**src/rtl/irq_ctl8_pkg.sv**
```systemverilog
// Package: shared state type and command encodings for the interrupt controller.
// Assumes byte-wide register writes.
package irq_ctl8_pkg;

    typedef enum logic [2:0] {
        SQ_IDLE,
        SQ_BASE,
        SQ_CASC,
        SQ_MODE,
        SQ_READY
    } sq_state_t;

    localparam logic [7:0] CMD_EOI     = 8'h20;
    localparam logic [7:0] CMD_SEL_REQ = 8'h0A;
    localparam logic [7:0] CMD_SEL_SRV = 8'h0B;

    localparam int BIT_START    = 4;
    localparam int BIT_HAS_MODE = 0;
    localparam int BIT_NO_CASC  = 1;
    localparam int BIT_LEVEL    = 3;
    localparam int BIT_AUTO_EOI = 1;

endpackage

```
**src/rtl/irq_ctl8_seq.sv**
```systemverilog
// Module: irq_ctl8_seq
// Decodes register writes. It steps through the setup word sequence, holds the
// configuration and the mask, and emits single-cycle start and end-of-interrupt strobes.
// Assumes one write per strobe cycle and NL <= DW.
module irq_ctl8_seq
    import irq_ctl8_pkg::*;
#(
    parameter int DW = 8,
    parameter int NL = 8,
    localparam int IW = $clog2(NL)
) (
    input  logic             clk,
    input  logic             rst_n,
    input  logic             wr,
    input  logic             addr,
    input  logic [DW-1:0]    wdata,
    output logic             start,
    output logic             eoi,
    output logic             ready,
    output logic [DW-IW-1:0] base_hi,
    output logic [DW-1:0]    cascade,
    output logic             level_mode,
    output logic             auto_eoi,
    output logic [NL-1:0]    mask,
    output logic             sel_srv
);

    sq_state_t state_q;
    logic      has_mode_q;
    logic      no_casc_q;
    logic      cmd_op;
    logic      data_wr;

    // Decode the kind of write present this cycle.
    always_comb begin
        start   = wr && !addr && wdata[BIT_START];
        cmd_op  = wr && !addr && !wdata[BIT_START] && (state_q == SQ_READY);
        eoi     = cmd_op && (wdata == CMD_EOI);
        data_wr = wr && addr;
        ready   = (state_q == SQ_READY);
    end

    // Setup sequence, configuration storage, mask and read-back select.
    always_ff @(posedge clk) begin
        if (!rst_n) begin
            state_q    <= SQ_IDLE;
            has_mode_q <= 1'b0;
            no_casc_q  <= 1'b0;
            level_mode <= 1'b0;
            auto_eoi   <= 1'b0;
            base_hi    <= '0;
            cascade    <= '0;
            mask       <= '1;
            sel_srv    <= 1'b0;
        end else if (start) begin
            state_q    <= SQ_BASE;
            has_mode_q <= wdata[BIT_HAS_MODE];
            no_casc_q  <= wdata[BIT_NO_CASC];
            level_mode <= wdata[BIT_LEVEL];
            auto_eoi   <= 1'b0;
            mask       <= '0;
            sel_srv    <= 1'b0;
        end else if (data_wr) begin
            case (state_q)
                SQ_BASE: begin
                    base_hi <= wdata[DW-1:IW];
                    if (!no_casc_q)     state_q <= SQ_CASC;
                    else if (has_mode_q) state_q <= SQ_MODE;
                    else                state_q <= SQ_READY;
                end
                SQ_CASC: begin
                    cascade <= wdata;
                    state_q <= has_mode_q ? SQ_MODE : SQ_READY;
                end
                SQ_MODE: begin
                    auto_eoi <= wdata[BIT_AUTO_EOI];
                    state_q  <= SQ_READY;
                end
                SQ_READY: mask <= wdata[NL-1:0];
                default: ;
            endcase
        end else if (cmd_op) begin
            if (wdata == CMD_SEL_REQ)      sel_srv <= 1'b0;
            else if (wdata == CMD_SEL_SRV) sel_srv <= 1'b1;
        end
    end

endmodule

```
**src/rtl/irq_ctl8_lsb.sv**
```systemverilog
// Module: irq_ctl8_lsb
// Finds the lowest set bit of a vector and returns it one-hot and as an index.
// Purely combinational; assumes NL >= 2.
module irq_ctl8_lsb #(
    parameter int NL = 8,
    localparam int IW = $clog2(NL)
) (
    input  logic [NL-1:0] vec,
    output logic [NL-1:0] onehot,
    output logic [IW-1:0] idx,
    output logic          any
);

    // Isolate the lowest set bit and encode its position.
    always_comb begin
        onehot = vec & (-vec);
        any    = |vec;
        idx    = '0;
        for (int i = NL - 1; i >= 0; i--) begin
            if (vec[i]) idx = IW'(i);
        end
    end

endmodule

```
**src/rtl/irq_ctl8_state.sv**
```systemverilog
// Module: irq_ctl8_state
// Holds the request register, the in-service register and the edge history.
// Assumes the take and eoi one-hot inputs have at most one bit set.
module irq_ctl8_state #(
    parameter int NL = 8
) (
    input  logic          clk,
    input  logic          rst_n,
    input  logic [NL-1:0] irq_in,
    input  logic          start,
    input  logic          level_mode,
    input  logic          auto_eoi,
    input  logic          take,
    input  logic [NL-1:0] win_oh,
    input  logic          eoi,
    input  logic [NL-1:0] srv_low_oh,
    output logic [NL-1:0] irr_q,
    output logic [NL-1:0] isr_q
);

    logic [NL-1:0] prev_q;
    logic [NL-1:0] take_oh;
    logic [NL-1:0] clr_oh;

    // Gate the acknowledge and end-of-interrupt bit selections.
    always_comb begin
        take_oh = take ? win_oh : '0;
        clr_oh  = eoi ? srv_low_oh : '0;
    end

    // Capture requests by edge or level; move acknowledged lines to in-service.
    always_ff @(posedge clk) begin
        if (!rst_n || start) begin
            prev_q <= '0;
            irr_q  <= '0;
            isr_q  <= '0;
        end else begin
            prev_q <= irq_in;
            irr_q  <= level_mode ? irq_in : ((irr_q & ~take_oh) | (irq_in & ~prev_q));
            isr_q  <= (isr_q & ~clr_oh) | (auto_eoi ? '0 : take_oh);
        end
    end

endmodule

```
**src/rtl/irq_ctl8.sv**
```systemverilog
// Module: irq_ctl8 (top)
// Eight-line interrupt controller with a command address and a data address.
// It ranks requests by fixed priority, with line 0 the most urgent, and forms the
// vector on acknowledge. Assumes the reset is synchronous and active-low.
module irq_ctl8
    import irq_ctl8_pkg::*;
#(
    parameter int DW = 8,
    parameter int NL = 8
) (
    input  logic          clk,
    input  logic          rst_n,
    input  logic          reg_addr,
    input  logic          reg_wr,
    input  logic [DW-1:0] reg_wdata,
    output logic [DW-1:0] reg_rdata,
    input  logic [NL-1:0] irq_in,
    input  logic          int_ack,
    output logic          int_req,
    output logic [DW-1:0] vec_out,
    output logic          cfg_ready,
    output logic [DW-1:0] cascade_cfg
);

    localparam int IW = $clog2(NL);

    logic             start, eoi, level_mode, auto_eoi, sel_srv, take;
    logic [DW-IW-1:0] base_hi;
    logic [NL-1:0]    mask_q, irr_q, srv_q, pending;
    logic [NL-1:0]    win_oh, srv_oh;
    logic [IW-1:0]    win_idx, srv_idx;
    logic             pend_any, srv_any;

    irq_ctl8_seq #(.DW(DW), .NL(NL)) u_seq (
        .clk(clk), .rst_n(rst_n), .wr(reg_wr), .addr(reg_addr), .wdata(reg_wdata),
        .start(start), .eoi(eoi), .ready(cfg_ready), .base_hi(base_hi),
        .cascade(cascade_cfg), .level_mode(level_mode), .auto_eoi(auto_eoi),
        .mask(mask_q), .sel_srv(sel_srv)
    );

    // Unmasked requests count only after setup.
    always_comb pending = irr_q & ~mask_q & {NL{cfg_ready}};

    irq_ctl8_lsb #(.NL(NL)) u_pend (.vec(pending), .onehot(win_oh), .idx(win_idx), .any(pend_any));
    irq_ctl8_lsb #(.NL(NL)) u_srv  (.vec(srv_q),   .onehot(srv_oh), .idx(srv_idx), .any(srv_any));

    irq_ctl8_state #(.NL(NL)) u_state (
        .clk(clk), .rst_n(rst_n), .irq_in(irq_in), .start(start),
        .level_mode(level_mode), .auto_eoi(auto_eoi), .take(take), .win_oh(win_oh),
        .eoi(eoi), .srv_low_oh(srv_oh), .irr_q(irr_q), .isr_q(srv_q)
    );

    // Request only when the winner outranks every in-service line.
    always_comb begin
        int_req = pend_any && (!srv_any || (win_idx < srv_idx));
        take    = int_ack && int_req;
    end

    // Latch the vector of the line being acknowledged.
    always_ff @(posedge clk) begin
        if (!rst_n)    vec_out <= '0;
        else if (take) vec_out <= {base_hi, win_idx};
    end

    // Read-back multiplexer for the two addresses.
    always_comb begin
        if (reg_addr)     reg_rdata = DW'(mask_q);
        else if (sel_srv) reg_rdata = DW'(srv_q);
        else              reg_rdata = DW'(irr_q);
    end

endmodule

```
**config.mk**
```make
export PLATFORM = sky130hd
export DESIGN_NAME = irq_ctl8
export DESIGN_NICKNAME = d
export VERILOG_FILES = /design/src/rtl/irq_ctl8_pkg.sv /design/src/rtl/irq_ctl8_seq.sv /design/src/rtl/irq_ctl8_lsb.sv /design/src/rtl/irq_ctl8_state.sv /design/src/rtl/irq_ctl8.sv
export SDC_FILE = /design/constraint.sdc
export NUM_CORES = 1
export LEC_CHECK = 0
export BUFFER_PORTS_ARGS = -buffer_cell sky130_fd_sc_hd__buf_2
export CAP_MARGIN = 10
export CORE_ASPECT_RATIO = 1.75
export CORE_UTILIZATION = 57
export CTS_CLUSTER_DIAMETER = 120
export CTS_CLUSTER_SIZE = 40
export DETAILED_ROUTE_END_ITERATION = 8
export PLACE_DENSITY = 0.81
export SYNTH_ARGS = -nofsm -noshare
export SYNTH_HDL_FRONTEND = slang
export SYNTH_HIERARCHICAL = 1
export SYNTH_SLANG_ARGS = --single-unit
```
**constraint.sdc**
```tcl
create_clock -name clk -period 3.7 [get_ports clk]
set_clock_uncertainty 0.1 [all_clocks]
set_input_delay 0.37 -clock clk [delete_from_list [all_inputs] [get_ports clk]]
set_output_delay 0.37 -clock clk [all_outputs]
set_load 0.02 [all_outputs]
```
# Yosys cells after proc, flatten, opt, wreduce, memory -nomap -nowiden
# Cells that the tools add are included.
# Widths: inputs -> output; s select.
# totals
n_memories	0
romBits	0
regBits	61
ram_bits	0
latch_bits	0
# classes
add_sub_neg	2
muxes	32
multipliers	0
reduce_logical	29
magnitude_cmp	1
div_mod_pow	0
bitwise_logic	16
n_shift	0
n_eq_ne	7
# ops
operator	count
$mux 8	9
$and 8x8->8	7
$mux 3	18
$not 8->8	4
$eq 8x4->1 const B	2
$neg 8->8	2
$or 8x8->8	2
$reduce_or 8->1	2
$pmux 3 s3	1
$reduce_and 3->1	3
$eq 8x6->1 const B	1
$logic_and 1x1->1	8
$reduce_and 2->1	4
$eq 3x2->1 const B	2
$reduce_bool 2->1	3
$logic_not 1->1	4
$mux 1	4
$reduce_bool 4->1	1
$eq 3x1->1 const B	1
$eq 3x3->1 const B	1
$lt 3x3->1	1
$not 1->1	3
$reduce_bool 3->1	1
$logic_or 1x1->1	2
$reduce_or 2->1	1

# Depth between registers and ports, before layout
# Gate-level depths: netlist of the first run.
# logic_depth
ltp_word	20
mapped_depth	15

# Modules after synthesis
# Netlist of the first run, hierarchy kept.
# by_module_without_submodules
module	seq_area_each_um2	instances	cells_each	area_each_um2
irq_ctl8_seq	580.6	1	155	1311.3
irq_ctl8_state	480.5	1	111	974.7
irq_ctl8	160.2	1	78	629.4
irq_ctl8_lsb	0.0	2	23	138.9

# Worst setup path after synthesis of the first run
# No wires, ideal clock.
# synth_path
path_type	register to register
from	register u_seq.state_q[0]
to	register u_state.isr_q[5]
period_less_slack_ns	3.093
path_stages_with_launch	15
arrival_time_ns	2.927
setup_slack_ns	0.607
cell_sequence	dfxtp_1 -> buf_6 -> or3b_4 -> inv_1 -> and3b_1 -> o21ai_0 -> a211oi_1 -> ha_1 -> a211oi_2 -> o211a_1 -> buf_6 -> buf_6 -> nand2_1 -> or2_1 -> a21oi_2
# synth_lines
element	line	text
start, declared	irq_ctl8_seq.sv:28	sq_state_t state_q;
start signal, assigned	irq_ctl8_seq.sv:73	state_q <= has_mode_q ? SQ_MODE : SQ_READY;
$eq 3x3->1	irq_ctl8_seq.sv:40	ready = (state_q == SQ_READY);
via cfg_ready	irq_ctl8.sv:21	output logic cfg_ready,
$and 8x8->8	irq_ctl8.sv:42	always_comb pending = irr_q & ~mask_q & {NL{cfg_ready}};
via pending[6]	irq_ctl8.sv:29	logic [NL-1:0] mask_q, irr_q, srv_q, pending;
$mux 3 (7 in series)	irq_ctl8_lsb.sv:20	if (vec[i]) idx = IW'(i);
via win_idx[1]	irq_ctl8.sv:31	logic [IW-1:0] win_idx, srv_idx;
$lt 3x3->1	irq_ctl8.sv:55	int_req = pend_any && (!srv_any || (win_idx < srv_idx));
$logic_or 1x1->1	irq_ctl8.sv:55	
$logic_and 1x1->1	irq_ctl8.sv:55	
$logic_and 1x1->1	irq_ctl8.sv:56	take = int_ack && int_req;
via take	irq_ctl8.sv:27	logic start, eoi, level_mode, auto_eoi, sel_srv, take;
$mux 8	irq_ctl8_state.sv:27	take_oh = take ? win_oh : '0;
$mux 8	irq_ctl8_state.sv:40	isr_q <= (isr_q & ~clr_oh) | (auto_eoi ? '0 : take_oh);
$or 8x8->8	irq_ctl8_state.sv:40	
end signal, assigned	irq_ctl8_state.sv:40	
end, declared	irq_ctl8_state.sv:18	output logic [NL-1:0] isr_q
# The timed path passes the listed nets, and every way through them passes these cells.
# A chain may end at the register's enable or synchronous reset.

# Final worst setup path of the first run
# layout_path
from	register u_seq.state_q[0]
to	output int_req
# layout_lines
element	line	text
$eq 3x3->1	irq_ctl8_seq.sv:40	
$and 8x8->8	irq_ctl8.sv:42	
via pending[3]	irq_ctl8.sv:29	
$mux 3 (4 in series)	irq_ctl8_lsb.sv:20	
via win_idx[2]	irq_ctl8.sv:31	
$lt 3x3->1	irq_ctl8.sv:55	
$logic_or 1x1->1	irq_ctl8.sv:55	
$logic_and 1x1->1	irq_ctl8.sv:55	
end, declared	irq_ctl8.sv:19	output logic int_req,
# The timed path passes the listed nets, and every way through them passes these cells.

==> metrics.md, run 1 <==
| Metric | Value |
|---|---|
| WS Path Type | `flip-flop to output pin` |
| Synth area leaders | `dfxtp_1 (38%), nand2_1 (7.1%), mux2i_1 (6.3%)` |
| Post-synthesis async set-or-reset flop share | `0` |
| IO Pins | `47` |
| Port bufs | `46` |
| CTS clock-pin slew for the worst setup and hold paths | `0.06 ns` |
| Die area | `5920 sq um` |
| Clk sinks | `61` |
| Routed length per instance | `15.2 um` |
| Register bit total from synthesis | `61` |
| Drt pass-1 iters | `5` |
| Number of buffers inserted by hold repair at cts | `0` |
| Largest net degree at the start of global routing | `33` |
| DRC | `0` |
| Clock buffer depth | `2` |
| Core Box Area | `5340 sq um` |
| PwrDens | `393 nW/um^2` |
| Initial Utilization | `0.598` |
| DRT iter0 DRCs | `173` |
| Routed vias/inst | `5.81` |
| Commonest cells post-synth | `dfxtp_1 (61), nand2_1 (60), o21ai_0 (29)` |
| Register area share after synthesis | `0.382` |
| Post-CTS sizing | `0` |
| Number of synthesized flops with an enable pin | `0` |
| Synthesized netlist cell count | `390` |
| CTS tree | `done` |
| Worst slew margin | `0.549` |
| Critical Path AT | `3.08 ns` |
| Top-count cell post-synth | `dfxtp_1` |
| CP Data Required Time | `3.23 ns` |
| Hold WC Path Type | `input pin to flip-flop` |
| Status | `finished clean` |
| Max cap viols | `0` |
| Slew Viols, Final | `0` |
| Max rail drop VDD | `0.000299 V` |
| Post-CTS Repair Setup Buffers | `0` |
| # diodes | `0` |
| FP Rows | `35` |
| Synthesized net count | `413` |
| First-pass GRT wire length | `12.6 mm` |
| Synth Flop Type | `dfxtp_1` |
| Initial antenna violation count | `0` |
| Min Tclk post-route | `3.55 ns` |
| Crit Path Max Fanout | `11` |
| Power, Total | `1410 uW` |
| WL final | `7.64 mm` |
| Clk Latency, worst-skew pair | `0.34 ns` |
| Top-area cell type share of the netlist area | `0.382` |
| RSZ-0062 raised after global routing | `false` |
| Die Span Y | `101 um` |
| Grt ovf | `0` |
| Placed Cells incl. Taps | `488` |
| Yosys warning count | `6` |
| CTS Root Cell | `clkbuf_8` |
| Hpwl dp | `5.65 mm` |
| Tightest Pin Transition | `0.674 ns` |
| Cell area after synthesis | `3190 sq um` |
| CTS buffer count | `9` |
| Setup-failing EPs final | `0` |
| H-tree depth | `3` |
| Static leakage | `0.00145 uW` |
| GRT Overall Usage | `0.285` |
| Share of cells above drive strength 1 | `0.184` |
| Vias in the first global route | `2757` |
| Final Net Count | `448` |
| Via count | `2924` |
| Leading area contributor after synthesis | `dfxtp_1` |
| Avg Inst Size Synth | `8.19 sq um` |
| Crit end category | `output pin` |
| Antenna Nets Post-Route | `0` |
| RD Place Congestion | `0.868` |
| Unique masters post-synth | `46` |
| Fmax | `0.281 GHz` |
| Final TNS setup | `0 ns` |
| Die Wd | `58.6 um` |
| Tcrit/Tclk final | `0.960` |
| CP startpoint kind | `flip-flop` |
| Area Growth Syn to Fin | `12.1%` |
| Final Hold Vio Count | `0` |
| Worst hold margin | `0.141 ns` |
| Layout Utilization | `0.670` |
| Post-Layout Cell Count | `503` |
worst max-delay path, stage by stage (launching register included):
cell and delay [ns]:
dfxtp_1 0.52, or3b_4 0.21, inv_1 0.12, and3b_1 0.25, or4_4 0.58, a21oi_1 0.24
ha_1 0.27, o21ai_0 0.22, o21a_1 0.17, buf_2 0.15
layer usage:
layer / part of all wire / wire length (um) / GRT usage / up-vias
met5: 0 / 0 / 0 / -
li1: - / - / - / 1420
met1: 0.38 / 2940 / 0.298 / 1394
met4: 0.026 / 195 / 0.136 / 0
met2: 0.54 / 4150 / 0.520 / 97
met3: 0.046 / 348 / 0.0655 / 13
through the flow:
stage,area [sq um],setup slack (ns)
final,3580,0.147
after global routing,3580,0.0338
after CTS,3580,0.170
after detailed placement,3380,0.350
after global placement,3380,0.462
after floorplan,3190,0.607
cell type report:
cell class / count / area, sq um
clock buffers: 11 / 151
clock inverters: 4 / 47.5
fillers: 476 / 1760
inverters: 18 / 67.6
multi-input cells: 286 / 1750
flip-flops and latches: 61 / 1220
well taps: 74 / 92.6
repair buffers: 49 / 253
registers in the layout (all words and copies together) (netlist names):
signal            flops
u_seq/cascade         8
u_seq/mask            8
u_state/irr_q         8
u_state/isr_q         8
u_state/prev_q        8
vec_out               8
u_seq/base_hi         5
u_seq/state_q         3
u_seq/auto_eoi        1
u_seq/has_mode_q      1
u_seq/level_mode      1
u_seq/no_casc_q       1
u_seq/sel_srv         1
where the power goes:
part	switching [uW]	internal (uW)
Combinational	74.6	43.2
Clock	255	341
Sequential	17.3	677
final timing paths:
path,startpoint,end,slack [ns],cells past startpoint
max reg2reg,u_seq/state_q[0]$_SDFFE_PN0P_,u_state/isr_q[7]$_SDFF_PP0_,0.29,11
min,irq_in[6],u_state/prev_q[6]$_SDFF_PP0_,0.14,2
min reg2reg,vec_out[6]$_SDFFE_PN0P_,vec_out[6]$_SDFFE_PN0P_,0.35,2
max,u_seq/state_q[0]$_SDFFE_PN0P_,int_req,0.15,9
layout by cell type, fill, tap and decap left out, types with 6 or more instances in the layout:
| cell | netlist | layout |
|---|---|---|
| clkbuf_8 | 0 | 11 |
| inv_1 | 17 | 17 |
| dfxtp_1 | 61 | 61 |
| a21oi_2 | 7 | 7 |
| nand2_1 | 60 | 60 |
| nand3b_1 | 10 | 10 |
| o21ai_0 | 29 | 29 |
| a21oi_1 | 28 | 28 |
| nor2_1 | 13 | 13 |
| o21ai_1 | 6 | 6 |
| o211ai_1 | 9 | 9 |
| buf_2 | 7 | 46 |
| and3b_1 | 10 | 10 |
| and2_1 | 13 | 13 |
| or2_0 | 6 | 6 |
| nand3_1 | 26 | 26 |
| mux2i_1 | 20 | 20 |
logic make-up after synthesis:
kind of cell	share of synthesized area
and+or+nand+nor	0.301
AOI/OAI and AO/OA	0.173
DFF	0.382
buffers and inverters	0.0709
muxes	0.0627
adders and majority gates	0.00784
xor gates and xnor gates	0.00274
Note: power is estimated with default switching activity, not from simulation.
==> inputs of run 2 (changes only) <==
==> constraint.sdc (replaced) <==
create_clock -name clk -period 3.7 [get_ports clk]
set_clock_uncertainty 0.1 [all_clocks]
set_input_delay 0.74 -clock clk [delete_from_list [all_inputs] [get_ports clk]]
set_output_delay 0.74 -clock clk [all_outputs]
set_load 0.02 [all_outputs]
==> run 2 against run 1 <==
Effect of this change: cell count grew 0.20%; flip-flop and latch count unchanged; combinational power hardly changed; total power decreased by 5.1%; first-iteration DRC count grew 1.2%; final area is 0.14% lower; via count is 2.3% lower; count of clock-buffer cells in the layout up 2; wire length up 0.47%; worst setup slack worse by 0.029 ns; clock power decreased by 12%; register-to-register slack improved by 0.27 ns; critical path type unchanged; critical endpoint unchanged.
==> metrics.md, run 2 (same netlist as run 1, synthesis figures left out) <==
| Metric | Value |
|---|---|
| RD Place Congestion | `0.875 (+0.81%)` |
| CTS Root Cell | `clkbuf_8` |
| Final TNS setup | `0 ns (unchanged)` |
| Die area | `5920 sq um (unchanged)` |
| Fin worst setup slack | `0.118 ns (-0.0294 ns)` |
| CTS buffer count | `9 (unchanged)` |
| R2R Path End | `u_state/isr_q[4]$_SDFF_PP0_` |
| Flop pwr share | `0.519 (+0.026)` |
| Clock buffer depth | `2 (unchanged)` |
| Initial antenna violation count | `0 (unchanged)` |
| RSZ-0062 raised after global routing | `false` |
| Worst slew margin | `0.535 (-0.0139)` |
| Setup-failing EPs final | `0 (unchanged)` |
| Most frequent cells in the layout | `nand2_1 (60), dfxtp_1 (59), buf_2 (46)` |
| Layout Utilization | `0.669 (-0.000937)` |
| Crit Path Max Fanout | `11 (unchanged)` |
| Tcrit/Tclk final | `0.968 (+0.00794)` |
| Initial Utilization | `0.598 (unchanged)` |
| Crit path capture | `int_req` |
| IO Pins | `47 (unchanged)` |
| P_sw | `338 uW (-2.6%)` |
| DRC | `0 (unchanged)` |
| Power share of the clock group | `0.392 (-0.031)` |
| Drt pass-1 iters | `4 (-1)` |
| Largest net degree at the start of global routing | `33 (unchanged)` |
| Slew Viols, Final | `0 (unchanged)` |
| Post-CTS Repair Setup Buffers | `0 (unchanged)` |
| Port bufs | `46 (unchanged)` |
| Core Box Area | `5340 sq um (unchanged)` |
| Setup WS pre-CTS | `0.248 ns (-0.101 ns)` |
| Final Net Count | `448 (unchanged)` |
| Int Power | `999 uW (-5.9%)` |
| WL final | `7.68 mm (+0.47%)` |
| Setup slack, reg-to-reg | `0.56 ns (+0.27 ns)` |
| GRT Overall Usage | `0.285 (+0.000450)` |
| Routed vias/inst | `5.67 (-2.5%)` |
| CTS clock-pin slew for the worst setup and hold paths | `0.06 ns (about the same)` |
| CP Data Required Time | `2.86 ns (-0.37 ns)` |
| Antenna Nets Post-Route | `0 (unchanged)` |
| Hpwl dp | `5.79 mm (+2.5%)` |
| Clk sinks | `61 (unchanged)` |
| Via count | `2857 (-2.3%)` |
| PwrDens | `374 nW/um^2 (-4.9%)` |
| CP startpoint | `u_seq/state_q[0]$_SDFFE_PN0P_` |
| Clk Latency, worst-skew pair | `0.33 ns (about the same)` |
| CP startpoint kind | `flip-flop` |
| Number of buffers inserted by hold repair at cts | `0 (unchanged)` |
| DRT iter0 DRCs | `175 (+1.2%)` |
| Max rail drop VDD | `0.000329 V (+10%)` |
| Tightest Pin Transition | `0.695 ns (+0.0208 ns)` |
| Status | `finished clean` |
| Die Span Y | `101 um (unchanged)` |
| Worst R2R Start | `u_seq/state_q[0]$_SDFFE_PN0P_` |
| CTS tree | `done` |
| Crit end category | `output pin` |
| Switch share | `0.253 (+0.00649)` |
| Fmax | `0.279 GHz (-0.82%)` |
| Final Hold Vio Count | `0 (unchanged)` |
| Grt ovf | `0 (unchanged)` |
| R2r worst-path depth | `11 (unchanged)` |
| Routed length per instance | `15.2 um (+0.27%)` |
| Min-delay src | `vec_out[7]$_SDFFE_PN0P_` |
| Die Wd | `58.6 um (unchanged)` |
| WS Path Type | `flip-flop to output pin` |
| Static leakage | `0.00144 uW (-1.2%)` |
| Share of cells above drive strength 1 | `0.200 (+0.0159)` |
| First-pass GRT wire length | `12.7 mm (+0.55%)` |
| Critical Path AT | `2.74 ns (-0.34 ns)` |
| Min Tclk post-route | `3.58 ns (+0.0294 ns)` |
| Comb power frac | `0.088 (+0.004)` |
| # diodes | `0 (unchanged)` |
| Max cap viols | `0 (unchanged)` |
| FP Rows | `35 (unchanged)` |
| Hold WC Path Type | `flip-flop to flip-flop` |
| H-tree depth | `3 (unchanged)` |
| Area Growth Syn to Fin | `11.9%` |
| Commonest non-fill, non-tap cell in the layout | `nand2_1` |
| Vias in the first global route | `2791 (+1.2%)` |
==> run 2: cell types whose count changed in the layout (fill, tap and decap cells not counted), sizes merged <==
cell,before,now
clkinv,3,2
bufinv,1,0
clkinvlp,1,2
clkbuf,11,13
==> run 2: per-stage QoR <==
stage | cells | total power [uW] | cell area (sq um) | hold slack (ns)
after detailed placement | 488 | 825 | 3380 | 0.346
after global placement | 488 | 823 | 3380 | 0.340
after floorplan | 390 | 784 | 3190 | 0.335
after CTS | 504 | 1350 | 3570 | 0.356
final | 504 | 1340 | 3570 | 0.353
after global routing | 504 | 1390 | 3570 | 0.374
==> run 2: timing repair <==
action / CTS / global route
endpoints found under the setup margin: 1 / 1
pin swaps: 0 / 1
cloned: 0 / 0
hold endpoints to repair: 0 / 0
resized for setup: 4 / 4
==> run 2: layout make-up <==
type / instances / area, sq um
inverter: 18 / 67.6
multi-input combinational: 286 / 1760
timing repair buffer: 49 / 253
fill: 502 / 1770
tap: 74 / 92.6
clock inverter: 3 / 20.0
clock buffer: 13 / 159
sequential: 61 / 1220
==> run 2: critical path: stages (launching register included) <==
cell and delay, ns:
dfxtp_2 0.43, or3b_4 0.18, inv_2 0.07, and3b_1 0.21, or4_4 0.58, a21oi_2 0.17
ha_1 0.25, o21ai_0 0.20, o21a_1 0.16, buf_2 0.15
==> run 2: per-layer routing <==
metal / vias up / global-route usage / routed length, um
met1: 1337 / 0.289 / 2930
met4: 0 / 0.159 / 257
met5: - / 0 / 0
li1: 1423 / - / -
met2: 81 / 0.527 / 4200
met3: 16 / 0.0552 / 290
==> run 2: worst min path at each step <==
stage,end,cells past startpoint,slack (ns)
final,vec_out[7]$_SDFFE_PN0P_,2,0.35
after global routing,vec_out[1]$_SDFFE_PN0P_,2,0.37
after CTS,vec_out[7]$_SDFFE_PN0P_,2,0.36
after detailed placement,vec_out[7]$_SDFFE_PN0P_,2,0.35
after global placement,vec_out[2]$_SDFFE_PN0P_,2,0.34
after floorplan,vec_out[3]$_SDFFE_PN0P_,2,0.33
==> run 2: power groups by stage <==
stage / Sequential [uW] / Combinational (uW) / Clock [uW]
6_report: 694 / 118 / 524
3_3_place_gp: 709 / 114 / 0
5_1_grt: 696 / 128 / 569
3_5_place_dp: 709 / 117 / 0
2_1_floorplan: 700 / 83.6 / 0
4_1_cts: 694 / 117 / 539
==> inputs of run 3 (changes only) <==
RECOVER_POWER = 50   (was unset)
==> run 3 against run 2 <==
Effect of this change: non-clock buffer count is the same; core utilization down 0.40 points; flip-flop and latch count stayed put; count of clock-buffer cells in the layout stayed put; worst setup slack improved by 0.0059 ns; wire length up 0.48%; global-route usage unchanged; combinational power barely moved; sequential share of layout area up 0.21 points; largest power group unchanged; highest routed layer unchanged.
==> metrics.md, run 3 (same netlist as run 1, synthesis figures left out) <==
| Metric | Value |
|---|---|
| Min Tclk post-route | `3.58 ns (-0.00595 ns)` |
| Area Growth Syn to Fin | `11.2%` |
| # diodes | `0 (unchanged)` |
| CTS Root Cell | `clkbuf_8` |
| Tightest Pin Transition | `1.02 ns (+0.329 ns)` |
| R2R Path End | `u_state/isr_q[4]$_SDFF_PP0_` |
| Power, Total | `1340 uW (+0.13%)` |
| RD Place Congestion | `0.875 (unchanged)` |
| Hold EP | `vec_out[7]$_SDFFE_PN0P_` |
| Clock buffer depth | `2 (unchanged)` |
| Switch share | `0.254 (+0.00108)` |
| Flop pwr share | `0.519 (about the same)` |
| Final Hold Vio Count | `0 (unchanged)` |
| Die Wd | `58.6 um (unchanged)` |
| Clk sinks | `61 (unchanged)` |
| Worst R2R Start | `u_seq/state_q[0]$_SDFFE_PN0P_` |
| Die Span Y | `101 um (unchanged)` |
| Routed vias/inst | `5.65 (-0.25%)` |
| Layout Utilization | `0.665 (-0.00398)` |
| WS Path Type | `flip-flop to output pin` |
| Die area | `5920 sq um (unchanged)` |
| Routed length per instance | `15.3 um (+0.48%)` |
| CP startpoint kind | `flip-flop` |
| Hold Path Cell Cnt | `2 (unchanged)` |
| PwrDens | `377 nW/um^2 (+0.73%)` |
| DRC | `0 (unchanged)` |
| Fmax | `0.280 GHz (+0.17%)` |
| Post-Layout Cell Count | `504 (unchanged)` |
| IO Pins | `47 (unchanged)` |
| Tcrit/Tclk final | `0.967 (-0.00161)` |
| Setup-failing EPs final | `0 (unchanged)` |
| Slew Viols, Final | `0 (unchanged)` |
| WL final | `7.71 mm (+0.48%)` |
| CTS buffer count | `9 (unchanged)` |
| Largest net degree at the start of global routing | `33 (unchanged)` |
| First-pass GRT wire length | `12.7 mm (unchanged)` |
| Antenna Nets Post-Route | `0 (unchanged)` |
| Most frequent cells in the layout | `nand2_1 (60), dfxtp_1 (59), o21ai_0 (29), buf_2 (29), a21oi_1 (27)` |
| Static leakage | `0.00136 uW (-5.2%)` |
| DRT iter0 DRCs | `187 (+6.9%)` |
| Critical Path AT | `2.74 ns (about the same)` |
| Int Power | `999 uW (about the same)` |
| Worst slew margin | `0.317 (-0.218)` |
| Placed Cells incl. Taps | `488 (unchanged)` |
| Clk Latency, worst-skew pair | `0.34 ns (about the same)` |
| RSZ-0062 raised after global routing | `false` |
| Hold WC Path Type | `flip-flop to flip-flop` |
| Grt ovf | `0 (unchanged)` |
| Final TNS setup | `0 ns (unchanged)` |
| P_sw | `340 uW (+0.56%)` |
| Max rail drop VDD | `0.000330 V (+0.19%)` |
| Port bufs | `46 (unchanged)` |
| CTS tree | `done` |
| CTS clock-pin slew for the worst setup and hold paths | `0.06 ns (about the same)` |
| Initial Utilization | `0.598 (unchanged)` |
| Crit Path Max Fanout | `11 (unchanged)` |
| FP Rows | `35 (unchanged)` |
| Power share of the clock group | `0.393 (about the same)` |
| Core Box Area | `5340 sq um (unchanged)` |
| Commonest non-fill, non-tap cell in the layout | `nand2_1` |
| Status | `finished clean` |
| Post-CTS Repair Setup Buffers | `0 (unchanged)` |
| Initial antenna violation count | `0 (unchanged)` |
| Worst hold margin | `0.353 ns (-0.0000130 ns)` |
| CP startpoint | `u_seq/state_q[0]$_SDFFE_PN0P_` |
| Vias in the first global route | `2791 (unchanged)` |
| CP Data Required Time | `2.86 ns (about the same)` |
| Comb power frac | `0.088 (about the same)` |
| Drt pass-1 iters | `5 (+1)` |
| Setup slack, reg-to-reg | `0.57 ns (about the same)` |
| GRT Overall Usage | `0.285 (unchanged)` |
| H-tree depth | `3 (unchanged)` |
| Final Net Count | `448 (unchanged)` |
| R2r worst-path depth | `11 (unchanged)` |
| Max cap viols | `0 (unchanged)` |
| Hpwl dp | `5.79 mm (unchanged)` |
| Share of cells above drive strength 1 | `0.160 (-0.0395)` |
| Crit end category | `output pin` |
| Via count | `2850 (-0.25%)` |
| Min-delay src | `u_seq/base_hi[4]$_SDFFE_PN0P_` |
run 3: changes by cell type in the layout (fill, tap and decap cells not counted):
| cell | change |
|---|---|
| clkbuf_1 | +17 |
| and2_0 | +1 |
| buf_2 | -17 |
| and2_1 | -1 |
run 3: worst max path at each step:
| stage | endpoint | slack (ns) |
|---|---|---|
| floorplan | int_req | 0.49 |
| CTS | int_req | 0.04 |
| global placement | int_req | 0.32 |
| finish | int_req | 0.12 |
| global route | int_req | 0.008 |
| detailed placement | int_req | 0.25 |
run 3: worst max-delay path, stage by stage (launching register included):
cell and delay (ns):
dfxtp_2 0.42, or3b_4 0.18, inv_2 0.07, and3b_1 0.21, or4_4 0.58, a21oi_2 0.17
ha_1 0.25, o21ai_0 0.20, o21a_1 0.16, buf_2 0.15
run 3: area by class of cell:
class                      instances  area, sq um
fill                             507         1790
multi-input combinational        286         1760
sequential                        61         1220
timing repair buffer              49          231
clock buffer                      13          159
tap                               74         92.6
inverter                          18         67.6
clock inverter                     3         20.0
run 3: layer usage:
metal,up-vias,GRT usage,share of wire
met5,-,0,0
met4,0,0.159,0.036
met3,18,0.0552,0.036
met2,78,0.527,0.54
met1,1333,0.289,0.38
li1,1421,-,-
run 3: power groups by stage:
stage	Clock (uW)	Combinational, uW	Sequential, uW
6_report	526	118	694
5_1_grt	569	128	696
4_1_cts	539	117	694
3_5_place_dp	0	117	709
3_3_place_gp	0	114	709
2_1_floorplan	0	83.6	700
run 3: through the flow:
stage	cell area, sq um	setup slack [ns]
finish	3550	0.124
global route	3550	0.00847
CTS	3570	0.0450
detailed placement	3380	0.248
global placement	3380	0.324
floorplan	3190	0.486
run 3: what timing repair did:
item,4_1_cts,5_1_grt
hold buffers,0,0
gates resized for setup,4,4
endpoints found under the setup margin,1,1
pin swaps,0,1
hold endpoints to repair,0,0
